**src/rtl/dp_alu_pkg.sv**
```systemverilog
// Shared types for the data-processing ALU.
// Assumes: opcode numbering is fixed by the instruction encoding.
package dp_alu_pkg;

    typedef enum logic [3:0] {
        OP_AND = 4'd0,  OP_EOR = 4'd1,  OP_SUB = 4'd2,  OP_RSB = 4'd3,
        OP_ADD = 4'd4,  OP_ADC = 4'd5,  OP_SBC = 4'd6,  OP_RSC = 4'd7,
        OP_TST = 4'd8,  OP_TEQ = 4'd9,  OP_CMP = 4'd10, OP_CMN = 4'd11,
        OP_ORR = 4'd12, OP_MOV = 4'd13, OP_BIC = 4'd14, OP_MVN = 4'd15
    } alu_op_e;

    typedef struct packed {
        logic n;
        logic z;
        logic c;
        logic v;
    } nzcv_t;

    // Test and compare operations: flags only, no register write.
    function automatic logic op_is_test(input alu_op_e op);
        return (op == OP_TST) || (op == OP_TEQ) || (op == OP_CMP) || (op == OP_CMN);
    endfunction

    // Operations whose carry comes from the shifter and whose overflow is kept.
    function automatic logic op_is_logical(input alu_op_e op);
        case (op)
            OP_AND, OP_EOR, OP_TST, OP_TEQ,
            OP_ORR, OP_MOV, OP_BIC, OP_MVN: return 1'b1;
            default:                        return 1'b0;
        endcase
    endfunction

endpackage

```
**src/rtl/dp_alu_imm.sv**
```systemverilog
// Immediate operand decoder: rotates an IMM_W-bit value right by twice
// the ROT_W-bit rotate field, zero-extended to DATA_W bits.
// Assumes: 2**ROT_W * 2 <= DATA_W so one doubled word covers every rotation.
module dp_alu_imm #(
    parameter int DATA_W = 32,
    parameter int IMM_W  = 8,
    parameter int ROT_W  = 4
) (
    input  logic [ROT_W+IMM_W-1:0] imm_field,
    output logic [DATA_W-1:0]      imm_value
);
    localparam int AMT_W = ROT_W + 1;

    logic [DATA_W-1:0]   base;
    logic [AMT_W-1:0]    amount;
    logic [2*DATA_W-1:0] doubled;

    // Zero-extend the value and compute the even rotate amount.
    always_comb begin
        base    = '0;
        base[IMM_W-1:0] = imm_field[IMM_W-1:0];
        amount  = {imm_field[ROT_W+IMM_W-1:IMM_W], 1'b0};
        doubled = {base, base} >> amount;
        imm_value = doubled[DATA_W-1:0];
    end

endmodule

```
**src/rtl/dp_alu_core.sv**
```systemverilog
// Combinational ALU core: one shared adder serves all eight arithmetic
// operations by swapping and inverting operands; logic ops bypass it.
// Produces the result and the candidate flag values.
// Assumes: opnd_b is already shifted and shift_carry is the shifter carry-out.
module dp_alu_core
    import dp_alu_pkg::*;
#(
    parameter int DATA_W = 32
) (
    input  alu_op_e           op,
    input  logic [DATA_W-1:0] a,
    input  logic [DATA_W-1:0] b,
    input  logic              shift_carry,
    input  logic              carry_in,
    input  logic              ovf_in,
    output logic [DATA_W-1:0] result,
    output nzcv_t             flags_next
);
    localparam int MSB = DATA_W - 1;

    logic [DATA_W-1:0] add_x, add_y, logic_res;
    logic              add_ci;
    logic [DATA_W:0]   sum;

    // Pick adder inputs per arithmetic op and compute the logical result.
    always_comb begin
        add_x  = a;
        add_y  = b;
        add_ci = 1'b0;
        logic_res = '0;
        case (op)
            OP_SUB, OP_CMP: begin add_y = ~b; add_ci = 1'b1; end
            OP_RSB:         begin add_x = b; add_y = ~a; add_ci = 1'b1; end
            OP_ADC:         add_ci = carry_in;
            OP_SBC:         begin add_y = ~b; add_ci = carry_in; end
            OP_RSC:         begin add_x = b; add_y = ~a; add_ci = carry_in; end
            OP_AND, OP_TST: logic_res = a & b;
            OP_EOR, OP_TEQ: logic_res = a ^ b;
            OP_ORR:         logic_res = a | b;
            OP_MOV:         logic_res = b;
            OP_BIC:         logic_res = a & ~b;
            OP_MVN:         logic_res = ~b;
            default:        ;
        endcase
    end

    // Single 33-bit adder; bit DATA_W is the carry (no-borrow for subtracts).
    always_comb sum = {1'b0, add_x} + {1'b0, add_y} + {{DATA_W{1'b0}}, add_ci};

    // Select the result and derive N, Z, C, V.
    always_comb begin
        result       = op_is_logical(op) ? logic_res : sum[MSB:0];
        flags_next.n = result[MSB];
        flags_next.z = (result == '0);
        if (op_is_logical(op)) begin
            flags_next.c = shift_carry;
            flags_next.v = ovf_in;
        end else begin
            flags_next.c = sum[DATA_W];
            flags_next.v = (add_x[MSB] == add_y[MSB]) && (sum[MSB] != add_x[MSB]);
        end
    end

endmodule

```
**src/rtl/dp_alu_flags.sv**
```systemverilog
// Condition-flag register: loads the candidate flags when asked, holds
// them otherwise. Synchronous active-low reset clears all four.
module dp_alu_flags
    import dp_alu_pkg::*;
#(
    parameter int DATA_W = 32
) (
    input  logic              clk,
    input  logic              rst_n,
    input  logic              load,
    input  nzcv_t             flags_next,
    input  logic [DATA_W-1:0] result,
    output nzcv_t             flags_q
);
    // Flag storage with conditional load.
    always_ff @(posedge clk) begin
        if (!rst_n)    flags_q <= '0;
        else if (load) flags_q <= flags_next;
    end

    p_hold_r8: assert property (@(posedge clk) disable iff (!rst_n)
        !load |=> $stable(flags_q));

    p_zero_track_r3: assert property (@(posedge clk) disable iff (!rst_n)
        load |=> (flags_q.z == ($past(result) == '0)) && (flags_q.n == $past(result[DATA_W-1])));

endmodule

```
**src/rtl/dp_alu.sv**
```systemverilog
// Data-processing ALU top: immediate decode, operand select, ALU core,
// write-enable and flush generation, and the flag register.
// Assumes: register file, shifter and status-register banking are external.
module dp_alu
    import dp_alu_pkg::*;
#(
    parameter int DATA_W = 32,
    parameter int IMM_W  = 8,
    parameter int ROT_W  = 4,
    parameter int IDX_W  = 4,
    parameter int PC_IDX = 15
) (
    input  logic                    clk,
    input  logic                    rst_n,
    input  logic [3:0]              opcode,
    input  logic [DATA_W-1:0]       opnd_a,
    input  logic [DATA_W-1:0]       opnd_b,
    input  logic                    shift_carry,
    input  logic                    use_imm,
    input  logic [ROT_W+IMM_W-1:0]  imm_field,
    input  logic                    carry_in,
    input  logic                    ovf_in,
    input  logic                    set_flags,
    input  logic [IDX_W-1:0]        dest_idx,
    output logic [DATA_W-1:0]       alu_result,
    output logic                    result_we,
    output logic                    pc_flush,
    output logic                    flag_n,
    output logic                    flag_z,
    output logic                    flag_c,
    output logic                    flag_v
);
    localparam logic [IDX_W-1:0] PC_SEL = IDX_W'(PC_IDX);

    alu_op_e           op;
    logic [DATA_W-1:0] imm_value, opnd2;
    nzcv_t             flags_next, flags_q;
    logic              flag_load;

    dp_alu_imm #(.DATA_W(DATA_W), .IMM_W(IMM_W), .ROT_W(ROT_W)) imm_i (
        .imm_field (imm_field),
        .imm_value (imm_value)
    );

    // Decode opcode and choose operand 2.
    always_comb begin
        op    = alu_op_e'(opcode);
        opnd2 = use_imm ? imm_value : opnd_b;
    end

    dp_alu_core #(.DATA_W(DATA_W)) core_i (
        .op          (op),
        .a           (opnd_a),
        .b           (opnd2),
        .shift_carry (shift_carry),
        .carry_in    (carry_in),
        .ovf_in      (ovf_in),
        .result      (alu_result),
        .flags_next  (flags_next)
    );

    // Write enable, flush request and flag-load condition.
    always_comb begin
        result_we = !op_is_test(op);
        pc_flush  = result_we && (dest_idx == PC_SEL);
        flag_load = set_flags || op_is_test(op);
    end

    dp_alu_flags #(.DATA_W(DATA_W)) flags_i (
        .clk        (clk),
        .rst_n      (rst_n),
        .load       (flag_load),
        .flags_next (flags_next),
        .result     (alu_result),
        .flags_q    (flags_q)
    );

    // Drive the flag ports from the register.
    always_comb begin
        flag_n = flags_q.n;
        flag_z = flags_q.z;
        flag_c = flags_q.c;
        flag_v = flags_q.v;
    end

    p_test_no_write_r2: assert property (@(posedge clk) disable iff (!rst_n)
        (opcode[3:2] == 2'b10) |-> !result_we);

    p_flush_pc_r10: assert property (@(posedge clk) disable iff (!rst_n)
        pc_flush |-> (result_we && dest_idx == PC_SEL));

    p_logic_keeps_v_r7: assert property (@(posedge clk) disable iff (!rst_n)
        (flag_load && op_is_logical(op)) |=> (flag_v == $past(ovf_in)) && (flag_c == $past(shift_carry)));

    p_reset_clear_r11: assert property (@(posedge clk)
        !rst_n |=> !(flag_n || flag_z || flag_c || flag_v));

endmodule

```
**config.mk**
```make
export PLATFORM = sky130hd
export DESIGN_NAME = dp_alu
export DESIGN_NICKNAME = d
export VERILOG_FILES = /design/src/rtl/dp_alu_pkg.sv /design/src/rtl/dp_alu_imm.sv /design/src/rtl/dp_alu_core.sv /design/src/rtl/dp_alu_flags.sv /design/src/rtl/dp_alu.sv
export SDC_FILE = /design/constraint.sdc
export NUM_CORES = 1
export LEC_CHECK = 0
export BUFFER_PORTS_ARGS = -buffer_cell sky130_fd_sc_hd__buf_4
export CORE_MARGIN = 1
export CORE_UTILIZATION = 63
export CTS_BUF_LIST = sky130_fd_sc_hd__clkbuf_4 sky130_fd_sc_hd__clkbuf_8
export CTS_CLUSTER_DIAMETER = 80
export CTS_CLUSTER_SIZE = 30
export DETAILED_ROUTE_END_ITERATION = 8
export GPL_TIMING_DRIVEN = 0
export PLACE_DENSITY = 0.93
export SYNTH_ARGS = -nofsm -noshare
export SYNTH_HDL_FRONTEND = slang
export SYNTH_SLANG_ARGS = --single-unit
```
**constraint.sdc**
```tcl
create_clock -name clk -period 10.4 [get_ports clk]
set_clock_uncertainty 0.2 [all_clocks]
set_input_delay 0.52 -clock clk [delete_from_list [all_inputs] [get_ports clk]]
set_output_delay 0.52 -clock clk [all_outputs]
set_load 0.01 [all_outputs]
```
Yosys cells after proc, flatten, opt, wreduce, memory -nomap -nowiden
Memory sizes are Yosys's and may differ from the RTL's.
Cells that the tools add are included.
{"block": "classes", "shift": 1, "n_addsub": 2, "n_mul": 0, "n_div": 0, "eq_ne": 17, "n_mux": 7, "reduce_logical": 15, "bitwise_logic": 6, "magnitude_cmp": 0}
{"operator": "$pmux W32 S6", "n": 1}
{"operator": "$mux W32", "n": 3}
{"operator": "$and A32 B32 Y32", "n": 2}
{"operator": "$not A32 Y32", "n": 2}
{"operator": "$pmux W32 S2", "n": 1}
{"operator": "$shr A40 B5 Y32", "n": 1}
{"operator": "$eq A4 B4 Y1 const B", "n": 9}
{"operator": "$add A32 B32 Y33", "n": 1}
{"operator": "$add A33 B1 Y33", "n": 1}
{"operator": "$logic_not A32 Y1", "n": 1}
{"operator": "$or A32 B32 Y32", "n": 1}
{"operator": "$xor A32 B32 Y32", "n": 1}
{"operator": "$eq A4 B3 Y1 const B", "n": 3}
{"operator": "$reduce_or A3 Y1", "n": 3}
{"operator": "$eq A4 B2 Y1 const B", "n": 2}
{"operator": "$reduce_or A2 Y1", "n": 3}
{"operator": "$eq A4 B1 Y1 const B", "n": 1}
{"operator": "$logic_not A4 Y1", "n": 1}
{"operator": "$logic_or A1 B1 Y1", "n": 4}
{"operator": "$logic_and A1 B1 Y1", "n": 2}
{"operator": "$mux W2", "n": 1}
{"operator": "$pmux W1 S2", "n": 1}
{"operator": "$eq A1 B1 Y1", "n": 1}
{"operator": "$logic_not A1 Y1", "n": 1}
{"operator": "$ne A1 B1 Y1", "n": 1}
{"block": "totals", "mem_count": 2, "register_bits": 4, "latch_bits": 0, "romBits": 32, "word_cells": 54, "ramBits": 0, "input_bits": 91}
{"memory": "(no name shown)", "words": 16, "word_bits": 1, "rd": 1, "rd_clocked_by_memory_dff": 0, "write_ports": 0, "line": "dp_alu_pkg.sv:26", "rtl": "case (op)"}
{"memory": "(no name shown)", "words": 16, "word_bits": 1, "rd": 1, "rd_clocked_by_memory_dff": 0, "write_ports": 0, "line": "dp_alu_pkg.sv:26"}

Logic depth before layout (Yosys ltp)
{"block": "depth", "ltp_word": 9, "depth_mapped": 21}

By module
From an unflattened synthesis, not the netlist that was laid out.
{"block": "unflattened", "cells_unflattened": 1061, "hier_area_um2": 6982.9}
{"module": "dp_alu_core", "area_per_inst_um2": 5540.3, "seq_area_each_um2": 0.0, "instances": 1, "cells_per_inst": 910}
{"module": "dp_alu_imm", "area_per_inst_um2": 716.9, "seq_area_each_um2": 0.0, "instances": 1, "cells_per_inst": 98}
{"module": "dp_alu", "area_per_inst_um2": 569.3, "seq_area_each_um2": 0.0, "instances": 1, "cells_per_inst": 40}
{"module": "dp_alu_flags", "area_per_inst_um2": 156.4, "seq_area_each_um2": 80.1, "instances": 1, "cells_per_inst": 13}

Worst setup path before layout
OpenSTA, ideal clock, no wires.
{"block": "synth_timing", "path_type": "in2reg", "startpoint": "input opcode[0]", "endpoint": "register flags_i.flags_q[2] (netlist name)", "t_arrival_ps": 5506, "required_time_ps": 10131, "path_slack_ps": 4625, "path_stages": 20, "cell_sequence": "clkbuf_1 buf_1 clkbuf_1 nor3_1 nor2_1 mux2_2 a21oi_1 fa_1 inv_1 fa_1 a21o_1 a221oi_1 o21bai_1 xnor2_1 o221ai_1 a2111oi_0 nand4_1 or4b_1 or4_1 o21ai_1"}
{"block": "synth_between", "elab_chain_len": 7, "word_cells_on_any_way": 34, "cone_classes": "add/sub (2); eq/ne (14); mux (5); reduce/logical (12); memory (1)"}
{"element": "start: declaration", "line": "dp_alu.sv:15", "rtl": "input logic [3:0] opcode,"}
{"element": "$eq A4 B4 Y1 (tied with other cells)", "line": "dp_alu_core.sv:31", "rtl": "case (op)"}
{"element": "$reduce_or A3 Y1 (no source line) or $reduce_or A2 Y1 (tied branches)"}
{"element": "$pmux W32 S2 or $mux W32 (tied branches)", "line": "dp_alu_core.sv:31"}
{"element": "$add A32 B32 Y33", "line": "dp_alu_core.sv:48", "rtl": "always_comb sum = {1'b0, add_x} + {1'b0, add_y} + {{DATA_W{1'b0}}, add_ci};"}
{"element": "$add A33 B1 Y33", "line": "dp_alu_core.sv:48"}
{"element": "$mux W32 (*)", "line": "dp_alu_core.sv:52", "rtl": "result = op_is_logical(op) ? logic_res : sum[MSB:0];"}
{"element": "named net alu_result[10]", "line": "dp_alu.sv:25", "rtl": "output logic [DATA_W-1:0] alu_result,"}
{"element": "$logic_not A32 Y1 (*)", "line": "dp_alu_core.sv:54", "rtl": "flags_next.z = (result == '0);"}
The timed path passes the listed nets; every way through them passes the cells marked *.
A chain may end at the register's enable or synchronous reset.

Worst setup path in the final report
{"block": "layout_timing", "startpoint": "input opcode[0]", "endpoint": "output alu_result[30]"}
{"block": "layout_between", "elab_chain_len": 6, "word_cells_on_any_way": 28, "cone_classes": "add/sub (2); eq/ne (13); mux (5); reduce/logical (7); memory (1)"}
{"element": "$eq A4 B4 Y1 (tied with other cells)", "line": "dp_alu_core.sv:31"}
{"element": "$reduce_or A3 Y1 (no source line) or $reduce_or A2 Y1 (tied branches)"}
{"element": "$pmux W32 S2 or $mux W32 (tied branches)", "line": "dp_alu_core.sv:31"}
{"element": "$add A32 B32 Y33", "line": "dp_alu_core.sv:48"}
{"element": "$add A33 B1 Y33", "line": "dp_alu_core.sv:48"}
{"element": "$mux W32 (*)", "line": "dp_alu_core.sv:52"}
{"element": "end: declaration", "line": "dp_alu.sv:25"}
Mark *: on every way between the ends. The rest lies on a longest branch, timed or not.

==> flow_summary.toml <==
[synth]
synth_edf_count = 0
synth_top_area_frac = 0.124
synthFlopType = "dfxtp_1"
synthXorXnorAreaFrac = 0.0371
ys_async_sr_fraction = 0
ys_ff_latch = 4
seq_area_frac_synth = 0.0126
synth_compound_area_frac = 0.385
synthMuxAreaShare = 0.113
synth_fa_ha_area_frac = 0.130
syn_nets = 1115
ys_warn_count = 0
synth.area.top_cells = "ha_1 (12%), mux2i_1 (9.3%), o21ai_0 (8.8%), nand2_1 (6.1%), a21oi_1 (5.0%)"
synth_top_family_by_area = "compound AO/OA/AOI/OAI gates"
synth_cell_type_count = 86
netlist_area_mm2 = 0.00637
syn_avg_cell_area_um2 = 6.64
yosys.area.top_type = "ha_1"
syn_inst = 959
yosys.area_share.simple = 0.239

[global_route]
grt_pass1_vias = 7805
antenna_found_initial = 1
grt_overflow = 0
grt_usage = 0.484
grt_pass1_wl_um = 39700
grt_max_degree = 11

[detailed_routing]
drtPass1Iterations = 7
antenna_left = 0
vias_per_cell = 7.11
avgRoutedWirePerCell_um = 21.3
num_vias = 8694
routed_wl_um = 26100
drtIter0Drc = 1295
drc = 0

[floorplan]
start_util = 0.652
die_height_um = 103
rows = 36
die_area_mm2 = 0.0105
core_mm2 = 0.00977
io_pins = 129
fp.dieW_um = 103

[status]
status = "finished, violations left"
violations = "capacitance limit, slew limit"

[worst_setup_path]
required_ns = 9.68
crit_buf_inv = 6
cp_top_family = "compound AO/OA/AOI/OAI gates"
cp-startpoint = "opcode[0]"
r2r_start = "flags_i.flags_q[1]$_SDFFE_PN0P_"
slowest_stage = "a2111oi_0"
cpPeakStageDelay_ns = 1.36
reg2reg_depth = 2
rrSetupSlack_ns = 9.40
cp_max_fo = 10
endpoint = "alu_result[30]"
critical_path.cell_chain = "buf_4 -> clkbuf_1 -> buf_1 -> clkbuf_1 -> nor3_1 -> nor2_1 -> clkbuf_1 -> mux2i_1 -> o21ai_0 -> fa_1 -> a21o_1 -> a221oi_1 -> nor3_1 -> o211ai_1 -> a2111oi_0 -> o31a_1 -> nor2_1 -> o41ai_1 -> buf_4"
criticalPathCategory = "in -> out"
setup.worst_path.start_class = "input port"
r2r_end = "flags_i.flags_q[1]$_SDFFE_PN0P_"
critical_path_arrival_ns = 7.09
cp.depth = 19
crit_path_end_kind = "output pin"
crit_top_cell = "clkbuf_1"

[pwr]
p_total_uw = 630
leakage_uw = 0.00342
peakVddDrop_uv = 62.0
powerDensity_mw_per_mm2 = 83.6

[layout]
fin_cells = 1223
final_nets = 1247
drive_above_1_share = 0.172
largest-register = "flags_i.flags_q"
fin_area_mm2 = 0.00754
syn_to_final_growth_pct = 18.3
final_common_cell = "buf_4"
reg_top3 = "flags_i.flags_q x4"
layout_common_cells = "buf_4 (129), o21ai_0 (112), nand2_1 (103)"
largest_reg_flops = 4

[cts]
cts_hold_buf = 0
htreeDepth = 1
clk_latency_ns = 0.22
cts.sinks = 4
post_cts_buffers = 0
clk_pin_slew_ns = 0.03
clockBufferDepth = 2
post_cts_resized = 0
cts_root_buf = "clkbuf_8"
cts_tree = "done"
numCtsBuffers = 3

[placement]
dp_cells = 1219
place_congestion = 1.08
dp_hpwl_um = 20300
io_buffer_count = 127
placed_area_mm2 = 0.00749

[worst_hold_path]
hold_class = "reg -> reg"
whs_path_depth = 2

[timing]
setup_viol = 0
tightest_slew_ns = 1.56
slew_headroom = -0.0680
rsz0062_at_grt = "no"
max_freq_mhz = 128
min_period_ns = 7.81
final_max_slew_viol_count = 4
fin_crit_sh = 0.751
finalSetupTns_ns = 0
hold_viol_final = 0

[flow_run]
maxCapViolCount = 1
## where the power goes
part | leakage (uW) | total (uW) | switching [uW] | internal, uW
clock network | 0.0000216 | 32.8 | 8.16 | 24.7
logic | 0.00336 | 580 | 342 | 237
registers | 0.0000329 | 17.5 | 0.662 | 16.8
total | 0.00342 | 630 | 351 | 279
## cell type report
| type | count | area, um2 |
|---|---|---|
| diodes | 1 | 2.50 |
| repair buffers | 127 | 953 |
| fillers | 806 | 2240 |
| inverters | 60 | 225 |
| clock buffers | 3 | 41.3 |
| multi-input cells | 824 | 5770 |
| well taps | 133 | 166 |
| plain buffers | 71 | 304 |
| flip-flops and latches | 4 | 80.1 |
## cells by family after synthesis
family                     count (synthesis)
buffers and inverters                    131
muxes                                     68
AOI/OAI and AO/OA                        359
DFF                                        4
and+or+nand+nor                          305
xor gates and xnor gates                  27
adders and majority gates                 65
## worst min-delay path, delay by kind of cell, from the launching register on
family	cells	cell delay (ns)
DFF	1	0.30
and+or+nand+nor	1	0.06
AOI/OAI and AO/OA	1	0.05
## per-layer routing
| layer | wire [um] | vias up | track usage |
|---|---|---|---|
| met5 | 0 | - | 0 |
| met4 | 1500 | 0 | 0.244 |
| met3 | 4110 | 178 | 0.131 |
| met2 | 11000 | 734 | 0.753 |
| met1 | 9500 | 3872 | 0.614 |
| li1 | - | 3910 | - |
## how the worst min path moves through the flow
| stage | startpoint | slack (ns) | end |
|---|---|---|---|
| floorplan | flags_i.flags_q[3]$_SDFFE_PN0P_ | 0.27 | flags_i.flags_q[3]$_SDFFE_PN0P_ |
| global placement | flags_i.flags_q[3]$_SDFFE_PN0P_ | 0.25 | flags_i.flags_q[3]$_SDFFE_PN0P_ |
| detailed placement | flags_i.flags_q[3]$_SDFFE_PN0P_ | 0.25 | flags_i.flags_q[3]$_SDFFE_PN0P_ |
| CTS | flags_i.flags_q[2]$_SDFFE_PN0P_ | 0.26 | flags_i.flags_q[2]$_SDFFE_PN0P_ |
| global route | flags_i.flags_q[2]$_SDFFE_PN0P_ | 0.28 | flags_i.flags_q[2]$_SDFFE_PN0P_ |
| finish | flags_i.flags_q[2]$_SDFFE_PN0P_ | 0.26 | flags_i.flags_q[2]$_SDFFE_PN0P_ |
## Yosys cell counts (all sizes together), types with 18 or more instances
| master | number |
|---|---|
| a21oi | 65 |
| clkbuf | 50 |
| inv | 59 |
| a211oi | 18 |
| nor2 | 63 |
| mux2i | 59 |
| buf | 21 |
| ha | 63 |
| xnor2 | 21 |
| a22oi | 22 |
| o21ai | 115 |
| nand2 | 103 |
| nor3 | 25 |
## per-stage QoR
step	hold slack, ns	worst slack [ns]	utilization
after global placement	0.247	3.34	0.766
final	0.261	2.59	0.771
after CTS	0.265	3.13	0.770
after floorplan	0.272	4.63	-
after detailed placement	0.252	3.09	0.766
after global routing	0.283	2.53	0.771
Power figures use the tool's default switching activity.
